[config.mk]
export PLATFORM = sky130hd
export DESIGN_NAME = srun_ctl_top
export DESIGN_NICKNAME = d
export VERILOG_FILES = /design/src/rtl/srun_pkg.sv /design/src/rtl/srun_ctl_reg.sv /design/src/rtl/srun_run_seq.sv /design/src/rtl/srun_irq_drv.sv /design/src/rtl/srun_cls_pick.sv /design/src/rtl/srun_ctl_top.sv
export SDC_FILE = /design/constraint.sdc
export NUM_CORES = 1
export LEC_CHECK = 0
export ABC_AREA = 1
export BUFFER_PORTS_ARGS = -buffer_cell sky130_fd_sc_hd__buf_4
export CORE_MARGIN = 4
export CORE_UTILIZATION = 42
export CTS_CLUSTER_DIAMETER = 40
export CTS_CLUSTER_SIZE = 12
export DETAILED_ROUTE_END_ITERATION = 8
export GPL_TIMING_DRIVEN = 0
export PLACE_DENSITY_LB_ADDON = 0.2
export SLEW_MARGIN = 10
export SYNTH_ARGS = -nofsm -noshare
export SYNTH_HDL_FRONTEND = slang
export SYNTH_SLANG_ARGS = --single-unit
[constraint.sdc]
create_clock -name clk -period 4.02 [get_ports clk]
set_input_delay 0.804 -clock clk [delete_from_list [all_inputs] [get_ports clk]]
set_output_delay 0.804 -clock clk [all_outputs]
set_load 0.005 [all_outputs]
[src/rtl/srun_pkg.sv]
package srun_pkg;

    localparam int CTL_W = 8;

    typedef struct packed {
        logic cls_sel;
        logic flush;
        logic pf_en;
        logic step;
        logic drv_pp;
        logic go;
        logic irq_mask;
        logic compat;
    } ctl_t;

    typedef enum logic {
        ST_IDLE = 1'b0,
        ST_RUN  = 1'b1
    } run_st_e;

    function automatic logic [31:0] min_u32(input logic [31:0] a, input logic [31:0] b);
        return (a < b) ? a : b;
    endfunction

endpackage

[src/rtl/srun_ctl_reg.sv]
module srun_ctl_reg
    import srun_pkg::*;
(
    input  logic clk,
    input  logic rst,
    input  logic wr_acc,
    input  ctl_t wr_val,
    input  logic flush_done,
    output ctl_t cfg
);

    ctl_t cfg_q;

    always_ff @(posedge clk) begin
        if (rst) begin
            cfg_q <= '0;
        end else begin
            if (wr_acc) begin
                cfg_q.cls_sel  <= wr_val.cls_sel;
                cfg_q.pf_en    <= wr_val.pf_en;
                cfg_q.step     <= wr_val.step;
                cfg_q.drv_pp   <= wr_val.drv_pp;
                cfg_q.irq_mask <= wr_val.irq_mask;
                cfg_q.compat   <= wr_val.compat;
            end
            // a new flush write wins over a completion in the same cycle
            if (wr_acc && wr_val.flush) begin
                cfg_q.flush <= 1'b1;
            end else if (flush_done) begin
                cfg_q.flush <= 1'b0;
            end
            cfg_q.go <= 1'b0;
        end
    end

    assign cfg = cfg_q;

    assert_flush_clear_R3: assert property (@(posedge clk) disable iff (rst)
        (cfg_q.flush && flush_done && !(wr_acc && wr_val.flush)) |=> !cfg_q.flush);

    assert_flush_keep_R3: assert property (@(posedge clk) disable iff (rst)
        (wr_acc && wr_val.flush) |=> cfg_q.flush);

endmodule

[src/rtl/srun_run_seq.sv]
module srun_run_seq
    import srun_pkg::*;
(
    input  logic clk,
    input  logic rst,
    input  logic start_req,
    input  logic step_mode,
    input  logic instr_done,
    input  logic irq_cond,
    output logic running,
    output logic fetch_start,
    output logic step_pend
);

    run_st_e st_q, st_d;
    logic    start_q, start_d;
    logic    pend_q, pend_d;
    logic    step_halt;

    assign step_halt = (st_q == ST_RUN) && instr_done && step_mode;

    always_comb begin
        st_d    = st_q;
        start_d = 1'b0;
        pend_d  = pend_q;
        case (st_q)
            ST_IDLE: begin
                if (start_req) begin
                    st_d    = ST_RUN;
                    start_d = 1'b1;
                    pend_d  = 1'b0;
                end
            end
            ST_RUN: begin
                if (step_halt) begin
                    pend_d = 1'b1;
                end
                if (irq_cond || step_halt) begin
                    st_d = ST_IDLE;
                end
            end
            default: st_d = ST_IDLE;
        endcase
    end

    always_ff @(posedge clk) begin
        if (rst) begin
            st_q    <= ST_IDLE;
            start_q <= 1'b0;
            pend_q  <= 1'b0;
        end else begin
            st_q    <= st_d;
            start_q <= start_d;
            pend_q  <= pend_d;
        end
    end

    assign running     = (st_q == ST_RUN);
    assign fetch_start = start_q;
    assign step_pend   = pend_q;

    assert_start_enters_run_R5: assert property (@(posedge clk) disable iff (rst)
        (!running && start_req) |=> (running && fetch_start));

    assert_start_single_R8: assert property (@(posedge clk) disable iff (rst)
        fetch_start |=> !fetch_start);

    assert_irq_stops_R6: assert property (@(posedge clk) disable iff (rst)
        (running && irq_cond) |=> !running);

    assert_step_halt_R7: assert property (@(posedge clk) disable iff (rst)
        (running && instr_done && step_mode) |=> (!running && step_pend));

endmodule

[src/rtl/srun_irq_drv.sv]
module srun_irq_drv (
    input  logic pending,
    input  logic mask,
    input  logic push_pull,
    output logic pin_oe,
    output logic pin_out
);

    logic asserted;

    assign asserted = pending && !mask;

    always_comb begin
        if (push_pull) begin
            pin_oe  = 1'b1;
            pin_out = !asserted;
        end else begin
            pin_oe  = asserted;
            pin_out = 1'b0;
        end
    end

endmodule

[src/rtl/srun_cls_pick.sv]
module srun_cls_pick
    import srun_pkg::*;
#(
    parameter int W = 8
) (
    input  logic         use_min,
    input  logic [W-1:0] mode_val,
    input  logic [W-1:0] cfg_val,
    output logic [W-1:0] eff
);

    logic [31:0] smaller;

    assign smaller = min_u32(32'(mode_val), 32'(cfg_val));
    assign eff     = use_min ? smaller[W-1:0] : mode_val;

endmodule

[src/rtl/srun_ctl_top.sv]
module srun_ctl_top
    import srun_pkg::*;
#(
    parameter int BURST_W      = 4,
    parameter int CLS_W        = 8,
    parameter int PF_MIN_BURST = 4
) (
    input  logic               clk,
    input  logic               rst,
    input  logic               wr_en,
    input  logic               wr_from_engine,
    input  logic [7:0]         wr_data,
    output logic [7:0]         rd_data,
    input  logic               instr_done,
    input  logic               irq_cond,
    input  logic               flush_done,
    input  logic [BURST_W-1:0] burst_len,
    input  logic [CLS_W-1:0]   cls_mode,
    input  logic [CLS_W-1:0]   cls_cfg,
    output logic               fetch_start,
    output logic               running,
    output logic               pf_enable,
    output logic               pf_flush_req,
    output logic               step_irq,
    output logic [CLS_W-1:0]   cls_eff,
    output logic               irq_oe,
    output logic               irq_out
);

    localparam logic [BURST_W:0] MIN_BURST = (BURST_W + 1)'(PF_MIN_BURST);

    ctl_t wr_val;
    ctl_t cfg;
    ctl_t view;
    logic wr_acc;
    logic start_req;
    logic run_w;

    assign wr_val    = ctl_t'(wr_data);
    assign wr_acc    = wr_en && (!run_w || wr_from_engine);
    assign start_req = wr_acc && wr_val.go;

    srun_ctl_reg u_reg (
        .clk        (clk),
        .rst        (rst),
        .wr_acc     (wr_acc),
        .wr_val     (wr_val),
        .flush_done (flush_done),
        .cfg        (cfg)
    );

    srun_run_seq u_seq (
        .clk         (clk),
        .rst         (rst),
        .start_req   (start_req),
        .step_mode   (cfg.step),
        .instr_done  (instr_done),
        .irq_cond    (irq_cond),
        .running     (run_w),
        .fetch_start (fetch_start),
        .step_pend   (step_irq)
    );

    srun_irq_drv u_irq (
        .pending   (irq_cond || step_irq),
        .mask      (cfg.irq_mask),
        .push_pull (cfg.drv_pp),
        .pin_oe    (irq_oe),
        .pin_out   (irq_out)
    );

    srun_cls_pick #(.W(CLS_W)) u_cls (
        .use_min  (cfg.cls_sel),
        .mode_val (cls_mode),
        .cfg_val  (cls_cfg),
        .eff      (cls_eff)
    );

    always_comb begin
        view    = cfg;
        view.go = run_w;
    end

    assign rd_data      = view;
    assign running      = run_w;
    assign pf_flush_req = cfg.flush;
    assign pf_enable    = cfg.pf_en && ({1'b0, burst_len} >= MIN_BURST);

    assert_host_ignored_R9: assert property (@(posedge clk) disable iff (rst)
        (run_w && wr_en && !wr_from_engine) |=> ((rd_data & 8'hBB) == ($past(rd_data) & 8'hBB)));

    assert_mask_holds_pin_R10: assert property (@(posedge clk) disable iff (rst)
        rd_data[1] |-> !(irq_oe && !irq_out));

    assert_release_asserts_R10: assert property (@(posedge clk) disable iff (rst)
        (wr_acc && !wr_val.irq_mask && (irq_cond || step_irq) && !run_w && !wr_val.go) |=> (irq_oe && !irq_out));

endmodule

==> summary.txt, run 1 <==
Power and ir drop
  • Leak: 0.7177 nW
  • Switching share of power: 28.66%
  • Switching pwr: 0.09098 mW
  • Clock network fraction of total power: between 20 and 30%
  • Combinational power share: 37.1%
  • Cell Pwr Density: 252.5 mW/mm2
  • Cell Int Power: roughly 0.23 mW
  • Maximum vdd ir drop: 0.1743 mV
  • Flop pwr share: 34.5%

Setup path
  • Arrival time worst endpoint: 2070 ps
  • Worst Path Class, Setup: in2out
  • CP startpoint kind: input port
  • Crit Path Max Fanout: 9
  • Worst endpoint required time: 3220 ps
  • Worst setup EP type: output pin

Global routing
  • Initial antenna violation count: 0
  • Largest net degree at the start of global routing: 11
  • GRT Overall Usage: between 10% and 20%
  • Gr ovfl total: 0
  • First-pass GRT wire length: 3187 um
  • Number of global-route vias before repair: between 800 and 900

Die
  • Die width: around 51 um
  • Die Y: 51.01 um
  • Core area: 0.001745 mm2
  • IO Count: a little under 60
  • Row cnt: 15
  • Initial core utilization: roughly 45%
  • Die area: 0.002602 mm2

Synth
  • Syn nets: 157
  • Synthesized area: 777.0 um2
  • Sequential area share after synthesis: 25.76%
  • Yosys cell types: 20
  • Flops & latches, synth: 10
  • Syn. warnings: 0
  • Average size of a mapped cell: between 6 and 7 um2
  • Post-synth top area cell: dfxtp_1
  • Mapped Cells: between 100 and 150
  • Synth top area share: 25.76%
  • Synth area leaders: dfxtp_1 (26%), nand2_1 (13%), ha_1 (11%)

CTS
  • Total clock sinks: 10
  • Clock Path Buffers: 2
  • Clk slew on worst S/H paths: about 60 ps
  • Setup Buffers After CTS: 0
  • H-tree depth: 1
  • Root buf cell: clkbuf_4
  • CTS Buf Count: 3
  • Worst-skew pair later-pin latency: 260 ps
  • Number of gates resized after cts: 0
  • CTS tree: built
  • Hold-fix buffers at CTS: 0

Placement
  • # placed instances: 195
  • Routability Congestion: 0.7428
  • Area of placed instances: 0.001221 mm2
  • PortBufs: 55
  • Final HPWL from detailed placement: 1783 um

Drt
  • Routed WL: between 2000 and 2500 um
  • DRC: 0
  • Drt pass-1 iters: 4
  • DR iter-0 viols: 14
  • Via-to-Cell Ratio: 4.523
  • ANT nets after route: 0
  • Detailed-route via count: 900
  • Routed len/inst: approximately 10 um

Finish
  • Nets@finish: 217
  • Non-Filler Instances: 199
  • # diodes: 0
  • Layout cell share with drive strength beyond 1: 44.25%
  • Area Growth Syn to Fin: 61.84%
  • Final non-filler cell area: 0.001257 mm2

STA
  • RSZ-0062 raised after global routing: no
  • Fmax: ~350 MHz
  • Setup TNS: 0 ps
  • Final hold vios: 0
  • Min Tclk post-route: between 2000 and 3000 ps
  • Clock Skew: about 7.1 ps
  • Final period utilization: between 70% and 80%
  • Worst rel slew slack: 83.35%
  • Tightest Pin Transition: 248.8 ps
  • Final setup fails: 0
  • Fin. max-slew vios: 0

Hold path
  • HP Class: reg2reg

Run
  • Max-cap violations: 0

Run status
  • Outcome: finished clean
[placed cells by master, fill, tap and decap left out]
cell type	synthesis	final
ha_1	7	7
nor3_4	1	1
clkinv_1	1	1
nand2_4	2	2
nand2_2	2	2
dfxtp_1	10	10
inv_2	3	3
o21ai_0	1	1
nand3_1	9	9
a21oi_1	4	4
nand3b_1	1	1
a21oi_4	1	1
nand2_1	27	27
o21ai_1	6	6
o21a_1	1	1
o21ai_4	1	1
inv_1	12	12
buf_4	7	62
clkbuf_8	0	1
nor2_1	18	18
a21oi_2	1	1
clkbuf_4	0	3
[cells in the mapped netlist]
master	count
o21a_1	1
ha_1	7
clkinv_1	1
nor3_4	1
o21ai_0	1
a21oi_2	1
o21ai_4	1
dfxtp_1	10
inv_1	12
nor2_1	18
nand2_2	2
nand2_4	2
o21ai_1	6
inv_2	3
nand3b_1	1
buf_4	7
a21oi_4	1
a21oi_1	4
nand3_1	9
nand2_1	27
[metal layers]
layer | wire length, um | track usage [%]
met2 | 1121 | 31.55
met3 | 172 | 3.207
met4 | 18 | 5.381
met1 | 750 | 15.81
met5 | 0 | 0
[flip-flops by register name (all words and copies together) (netlist names)]
name and count:
u_seq.step_pend 1, u_seq.fetch_start 1, u_seq.running 1, u_reg.cfg 7
[path summary, 6_finish.rpt]
check	startpoint	endpoint	slack (ps)	cells past startpoint
hold reg to reg	u_reg.cfg[6]	u_reg.cfg[6]	470	2
setup / recovery	cls_mode[5]	cls_eff[1]	1150	10
setup reg to reg	u_seq.running	u_reg.cfg[4]	2960	5
hold / removal	u_reg.cfg[6]	u_reg.cfg[6]	470	2
[worst max-delay path, cell delays in order]
cell	delay, ps
buf_4	110
ha_1	320
a21oi_2	130
nor2_1	70
nor3_4	140
nand2_4	120
nand2_4	120
nand2_1	60
nand2_1	70
buf_4	110
[metrics by stage]
step | power, mW | worst slack [ps] | utilization, % | hold WS (ps)
after detailed placement | 0.2305 | 1155 | 69.96 | 464.6
after global placement | 0.2269 | 1186 | 69.96 | 468.3
final | 0.3174 | 1149 | 72.04 | 472.6
after floorplan | 0.1684 | 1489 | - | 458.7
after CTS | 0.3209 | 1152 | 72.04 | 475.5
after global routing | 0.3384 | 1050 | 72.04 | 514.8
[cell type report]
cell class / count / area, um2
fillers: 158 / 488.0
multi-input cells: 82 / 464.2
repair buffers: 55 / 412.9
flip-flops and latches: 10 / 200.2
inverters: 16 / 60.06
plain buffers: 7 / 52.55
clock buffers: 4 / 36.28
well taps: 25 / 31.28
[cell families after synthesis]
group           Yosys count  synth area share [%]
fa+ha+maj                 7                 11.27
compound gates           15                 13.37
simple gates             60                 35.10
flops                    10                 25.76
buf+inv                  23                 14.49
[power by group through the flow]
| stage | logic (mW) | clock network, mW | registers [mW] |
|---|---|---|---|
| 2_1_floorplan | 0.0569 | 0 | 0.111 |
| 3_3_place_gp | 0.115 | 0 | 0.112 |
| 3_5_place_dp | 0.119 | 0 | 0.112 |
| 4_1_cts | 0.119 | 0.0924 | 0.109 |
| 5_1_grt | 0.130 | 0.0979 | 0.110 |
| 6_report | 0.118 | 0.0903 | 0.110 |
(Power assumes the default switching activity.)
==> run 2, diff against run 1 <==
CORE_UTILIZATION = 39   (was 42)
clock period = 2.71 ns   (was 4.02 ns; I/O delays follow)
==> run 2 against run 1 <==
Count of clock-buffer cells in the layout is 1 lower; worst setup slack worse by 760 ps; critical path type unchanged; clock power up 11%.
==> summary.txt, run 2 (same netlist as run 1, synthesis figures left out) <==
Run status
  • Outcome: finished clean

STA
  • Final hold vios: 0 (unchanged)
  • Min Tclk post-route: between 2000 and 2500 ps
  • Fmax: 431.2 MHz
  • Final hold slack: 468.4 ps (-4.230 ps)
  • Clock Skew: 1.653 ps (-5.490 ps)
  • Worst rel slew slack: 82.96% (-0.39 points)
  • Setup TNS: 0 ps (unchanged)
  • Tightest Pin Transition: 254.6 ps (+5.808 ps)
  • Fin. max-slew vios: 0 (unchanged)
  • Final setup fails: 0 (unchanged)
  • Final period utilization: 85.57%
  • RSZ-0062 raised after global routing: no

Drt
  • Via-to-Cell Ratio: 4.571 (+1.1%)
  • DRC: 0 (unchanged)
  • Detailed-route via count: 905 (+0.56%)
  • Routed WL: 2216 um (+7.5%)
  • DR iter-0 viols: 10 (-4)
  • ANT nets after route: 0 (unchanged)
  • Routed len/inst: 11.19 um (+8.0%)
  • Drt pass-1 iters: 4 (unchanged)

Hold path
  • HP Class: in2reg
  • Hold depth: 2 (unchanged)

Die
  • Initial core utilization: 43.12% (-1.4 points)
  • Core area: 0.001802 mm2 (+3.2%)
  • IO Count: 58 (unchanged)
  • Die width: 52.64 um (+3.2%)
  • Row cnt: 15 (unchanged)
  • Die Y: 52.64 um (+3.2%)
  • Die area: 0.002770 mm2 (+6.5%)

Setup path
  • R2R cell count: 5 (unchanged)
  • Worst r2r dst: u_reg.cfg[7]
  • Crit Path Max Fanout: 9 (unchanged)
  • Reg-to-reg slack, setup: 1620 ps (-1340 ps)
  • CP startpoint kind: input port
  • Worst setup EP type: output pin
  • Worst Path Class, Setup: in2out
  • Arrival time worst endpoint: 1780 ps (-290 ps)
  • Critical Path End: cls_eff[5]
  • Reg-to-Reg Start: u_seq.running
  • Critical path origin: cls_mode[5]
  • Worst endpoint required time: 2170 ps (-1050 ps)

Global routing
  • First-pass GRT wire length: 3498 um (+9.8%)
  • Initial antenna violation count: 0 (unchanged)
  • Gr ovfl total: 0 (unchanged)
  • GRT Overall Usage: 17.02% (+1.2 points)
  • Largest net degree at the start of global routing: 11 (unchanged)
  • Number of global-route vias before repair: 887 (+7.5%)

Finish
  • Nets@finish: 217 (unchanged)
  • Layout cell share with drive strength beyond 1: 43.93% (-0.32 points)
  • Post-layout util: 69.03% (-3.0 points)
  • Final non-filler cell area: 0.001244 mm2 (-1.1%)
  • Area Growth Syn to Fin: 60.06%
  • Max reg flops: 7 (unchanged)
  • Fill count: 174 (+10%)
  • # diodes: 0 (unchanged)
  • Most common cell after layout, fill and taps aside: buf_4
  • Most frequent cells in the layout: buf_4 (62), nand2_1 (27), nor2_1 (18)

Run
  • Max-cap violations: 0 (unchanged)

CTS
  • Number of gates resized after cts: 0 (unchanged)
  • Clk slew on worst S/H paths: 60 ps (about the same)
  • Root buf cell: clkbuf_4
  • CTS tree: built
  • Clock Path Buffers: 2 (unchanged)
  • Hold-fix buffers at CTS: 0 (unchanged)
  • Worst-skew pair later-pin latency: 260 ps (about the same)
  • Total clock sinks: 10 (unchanged)
  • H-tree depth: 1 (unchanged)
  • Setup Buffers After CTS: 0 (unchanged)
  • CTS Buf Count: 3 (unchanged)

Power and ir drop
  • Cell Pwr Density: 352.1 mW/mm2 (+39%)
  • Leak: 0.7105 nW (-1.0%)
  • Maximum vdd ir drop: 0.2228 mV (+28%)

Placement
  • PortBufs: 55 (unchanged)
  • Routability Congestion: 0.8373 (+13%)
  • Final HPWL from detailed placement: 1850 um (+3.8%)
  • Area of placed instances: 0.001221 mm2 (unchanged)
==> run 2: worst min-delay path by stage <==
stage | from | to
floorplan | u_reg.cfg[3] | u_reg.cfg[3]
finish | rst | u_reg.cfg[6]
global placement | u_reg.cfg[6] | u_reg.cfg[6]
CTS | rst | u_reg.cfg[6]
global route | rst | u_reg.cfg[6]
detailed placement | u_reg.cfg[6] | u_reg.cfg[6]
==> run 2: worst max-delay path: stages <==
cell,delay [ps]
buf_4,110
ha_1,310
a21oi_2,130
nor2_1,70
nor3_4,140
nand2_4,120
nand2_4,120
nand2_1,60
nand2_1,50
buf_4,100
==> run 2: area by class of cell <==
class                           count  area [um2]  share of cell area (%)
Multi-Input combinational cell     82       464.2                   37.32
Clock buffer                        3       22.52                   1.811
Inverter                           16       60.06                   4.829
Timing Repair Buffer               55       412.9                   33.20
Tap cell                           25       31.28                   2.515
Buffer                              7       52.55                   4.225
Sequential cell                    10       200.2                   16.10
==> run 2: metrics by stage <==
step | power (mW) | std cells | worst slack [ps]
after floorplan | 0.2498 | 115 | 703.2
after global placement | 0.3368 | 195 | 398.6
after detailed placement | 0.3428 | 195 | 390.2
after CTS | 0.4430 | 198 | 379.8
after global routing | 0.4697 | 198 | 288.2
final | 0.4379 | 198 | 390.9
==> run 2: layer usage <==
| layer | wire [um] | up-vias | global-route usage [%] |
|---|---|---|---|
| li1 | - | 474 | - |
| met1 | 841 | 399 | 16.55 |
| met2 | 1192 | 30 | 32.85 |
| met3 | 163 | 2 | 6.838 |
| met4 | 18 | 0 | 3.830 |
| met5 | 0 | - | 0 |
==> run 2: where the power goes <==
group / switching (mW) / internal [mW]
combinational: 0.0772 / 0.0981
sequential: 0.00637 / 0.156
clock: 0.0486 / 0.0513
==> run 3, diff against run 2 <==
ABC_AREA = 0   (was 1)
CORE_UTILIZATION = 38   (was 39)
==> run 3 against run 2 <==
Non-clock buffer count unchanged; critical path depth shrank 1; register-to-register slack lost 230 ps; clock skew barely moved; routed wire length fell by 12%; worst setup slack worse by 320 ps; global-route usage decreased by 2.4 points; sequential share of layout area is 0.43 points lower; fmax is 12% lower; utilization grew 1.9 points; final cell count is 20% lower; power fell by 4.3%.
==> summary.txt, run 3 <==
Drt
  • Detailed-route via count: 748 (-17%)
  • Drt pass-1 iters: 4 (unchanged)
  • ANT nets after route: 0 (unchanged)
  • DRC: 0 (unchanged)
  • Routed WL: 1952 um (-12%)
  • DR iter-0 viols: 3 (-7)
  • Via-to-Cell Ratio: 4.704 (+2.9%)
  • Routed len/inst: 12.28 um (+9.7%)

Setup path
  • Slowest stage delay, CP: 300 ps (about the same)
  • Cells along the critical path: buf_6 > inv_2 > ha_4 > a21o_4 > a221oi_2 > o22a_2 > buf_8 > mux2_4 > buf_4
  • R2R cell count: 4 (-1)
  • Worst endpoint required time: 2170 ps (about the same)
  • Arrival time worst endpoint: 2090 ps (+310 ps)
  • Reg-to-reg slack, setup: 1390 ps (-230 ps)
  • Worst Path Class, Setup: in2out
  • Reg-to-Reg Start: u_seq.running
  • Worst r2r dst: u_reg.cfg[0]
  • Slowest stage cell, crit path: mux2_4
  • CP startpoint kind: input port
  • Crit Path Max Fanout: 8 (-1)
  • Worst setup EP type: output pin

CTS
  • Worst-skew pair later-pin latency: 260 ps (about the same)
  • CTS Buf Count: 3 (unchanged)
  • H-tree depth: 1 (unchanged)
  • Clk slew on worst S/H paths: 60 ps (about the same)
  • Setup Buffers After CTS: 0 (unchanged)
  • CTS tree: built
  • Total clock sinks: 10 (unchanged)
  • Hold-fix buffers at CTS: 0 (unchanged)
  • Clock Path Buffers: 2 (unchanged)
  • Root buf cell: clkbuf_4

STA
  • Final hold slack: 497.7 ps (+29.30 ps)
  • Tightest Pin Transition: 429.9 ps (+175.4 ps)
  • Min Tclk post-route: 2634 ps (+315.2 ps)
  • Fmax: 379.6 MHz (-12%)
  • Final setup fails: 0 (unchanged)
  • Setup TNS: 0 ps (unchanged)
  • Fin. max-slew vios: 0 (unchanged)
  • Final period utilization: 97.21% (+12 points)
  • Clock Skew: 1.424 ps (-0.2293 ps)
  • Final hold vios: 0 (unchanged)
  • Worst rel slew slack: 71.33% (-12 points)
  • RSZ-0062 raised after global routing: no

Power and ir drop
  • Flop pwr share: 38.5% (+1.3 points)
  • Cell Pwr Density: 328.1 mW/mm2 (-6.8%)
  • Switching pwr: 0.1068 mW (-19%)
  • Total Power: 0.4191 mW (-4.3%)
  • Cell Int Power: 0.3123 mW (+2.1%)
  • Maximum vdd ir drop: 0.4407 mV (+98%)
  • Leak: 0.6756 nW (-4.9%)
  • Combinational power share: 38.6% (-1.4 points)
  • Clock network fraction of total power: 22.8% (about the same)
  • Switching share of power: 25.48% (-4.7 points)

Global routing
  • Initial antenna violation count: 0 (unchanged)
  • First-pass GRT wire length: 3091 um (-12%)
  • Number of global-route vias before repair: 792 (-11%)
  • Gr ovfl total: 0 (unchanged)
  • Largest net degree at the start of global routing: 11 (unchanged)
  • GRT Overall Usage: 14.62% (-2.4 points)

Synth
  • Yosys cell types: 26 (+30%)
  • Synthesized area: 745.7 um2 (-4.0%)
  • Synth Flop Type: dfxtp_1
  • Syn. warnings: 0 (unchanged)
  • Post-synth top area cell: dfxtp_1
  • Synth top area share: 26.85% (+1.1 points)
  • Sequential area share after synthesis: 26.85% (+1.1 points)
  • Synth area leaders: dfxtp_1 (27%), mux2_4 (16%), ha_1 (12%)
  • Number of synthesized flops with an enable pin: 0 (unchanged)
  • Async set-reset flop share out of synthesis: 0% (unchanged)
  • Cell with the most instances after synthesis: dfxtp_1
  • Syn nets: 119 (-24%)
  • Commonest cells in the synthesized netlist: dfxtp_1 (10), inv_1 (9), nor2_1 (9)
  • Flops & latches, synth: 10 (unchanged)
  • Mapped Cells: 77 (-33%)
  • Average size of a mapped cell: 9.685 um2 (+43%)

Finish
  • # diodes: 0 (unchanged)
  • Area Growth Syn to Fin: 71.31%
  • Fill count: 150 (-14%)
  • Final non-filler cell area: 0.001277 mm2 (+2.7%)
  • Layout cell share with drive strength beyond 1: 61.94% (+18 points)
  • Most common cell after layout, fill and taps aside: buf_4
  • Nets@finish: 178 (-18%)
  • Most frequent cells in the layout: buf_4 (55), dfxtp_1 (10), nor2_1 (9)
  • Max reg flops: 7 (unchanged)
  • Post-layout util: 70.90% (+1.9 points)

Hold path
  • Hold depth: 2 (unchanged)
  • Hold Startpoint: u_reg.cfg[6]
  • HP Class: reg2reg
  • Worst hold endpoint: u_reg.cfg[6]

Die
  • Die Y: 52.30 um (-0.64%)
  • Core area: 0.001802 mm2 (unchanged)
  • Initial core utilization: 41.39% (-1.7 points)
  • Row cnt: 15 (unchanged)
  • Die width: 52.30 um (-0.64%)
  • IO Count: 58 (unchanged)
  • Die area: 0.002735 mm2 (-1.3%)

Run
  • Max-cap violations: 0 (unchanged)

Placement
  • Routability Congestion: 0.7002 (-16%)
  • PortBufs: 54 (-1.8%)
  • Area of placed instances: 0.001182 mm2 (-3.2%)
  • Final HPWL from detailed placement: 1639 um (-11%)

Run status
  • Outcome: finished clean
==> run 3: timing repair <==
item,4_1_cts,5_1_grt
endpoints found under the hold margin,0,0
gates resized for setup,3,11
setup endpoints to repair,8,8
pin swaps,2,5
==> run 3: critical path: cells and delay by family <==
| kind | cells | cell delay [ps] |
|---|---|---|
| compound gates | 3 | 620 |
| fa+ha+maj | 1 | 200 |
| mux | 1 | 300 |
| buf+inv | 4 | 420 |
==> run 3: worst max-delay path by stage <==
stage,from,end,slack (ps),cells past startpoint
after floorplan,cls_cfg[6],cls_eff[0],260,7
final,cls_cfg[6],cls_eff[0],80,9
after CTS,cls_mode[6],cls_eff[0],20,8
after detailed placement,cls_mode[6],cls_eff[0],-80,8
after global placement,cls_mode[6],cls_eff[7],-60,8
after global routing,cls_cfg[6],cls_eff[0],3,9
==> run 3: kinds of logic (layout without fill, tap and decap cells) <==
logic type	after synthesis	after routing	share of synthesized area, %
AOI/OAI and AO/OA	14	14	14.43
muxes	14	14	24.16
buffers and inverters	17	74	12.58
and+or+nand+nor	15	15	10.23
adders and majority gates	7	7	11.74
DFF	10	10	26.85
==> run 3: power groups by stage <==
stage / Combinational, mW / Clock [mW] / Sequential [mW]
6_report: 0.162 / 0.0956 / 0.162
5_1_grt: 0.179 / 0.105 / 0.163
4_1_cts: 0.153 / 0.0990 / 0.162
3_5_place_dp: 0.148 / 0 / 0.165
3_3_place_gp: 0.144 / 0 / 0.164
2_1_floorplan: 0.0676 / 0 / 0.164
==> run 3: area by class of cell <==
class                   instances  area, um2  share of cell area (%)
clock buffers                   3      22.52                   1.763
plain buffers                   8      63.81                   4.995
inverters                       9      33.78                   2.644
repair buffers                 54      424.2                   33.20
flip-flops and latches         10      200.2                   15.67
well taps                      25      31.28                   2.449
multi-input cells              50      501.7                   39.28
==> run 3: layer usage <==
| metal | routed length, um | global-route usage, % | vias to the layer above |
|---|---|---|---|
| li1 | - | - | 380 |
| met1 | 698 | 14.73 | 336 |
| met2 | 1062 | 28.51 | 30 |
| met3 | 186 | 5.413 | 2 |
| met4 | 5 | 2.128 | 0 |
| met5 | 0 | 0 | - |
==> run 3: stage by stage <==
step | cells | setup WS [ps]
final | 159 | 75.72
after global routing | 159 | 2.813
after CTS | 159 | 19.84
after detailed placement | 156 | -78.95
after global placement | 156 | -58.93
after floorplan | 77 | 257.1
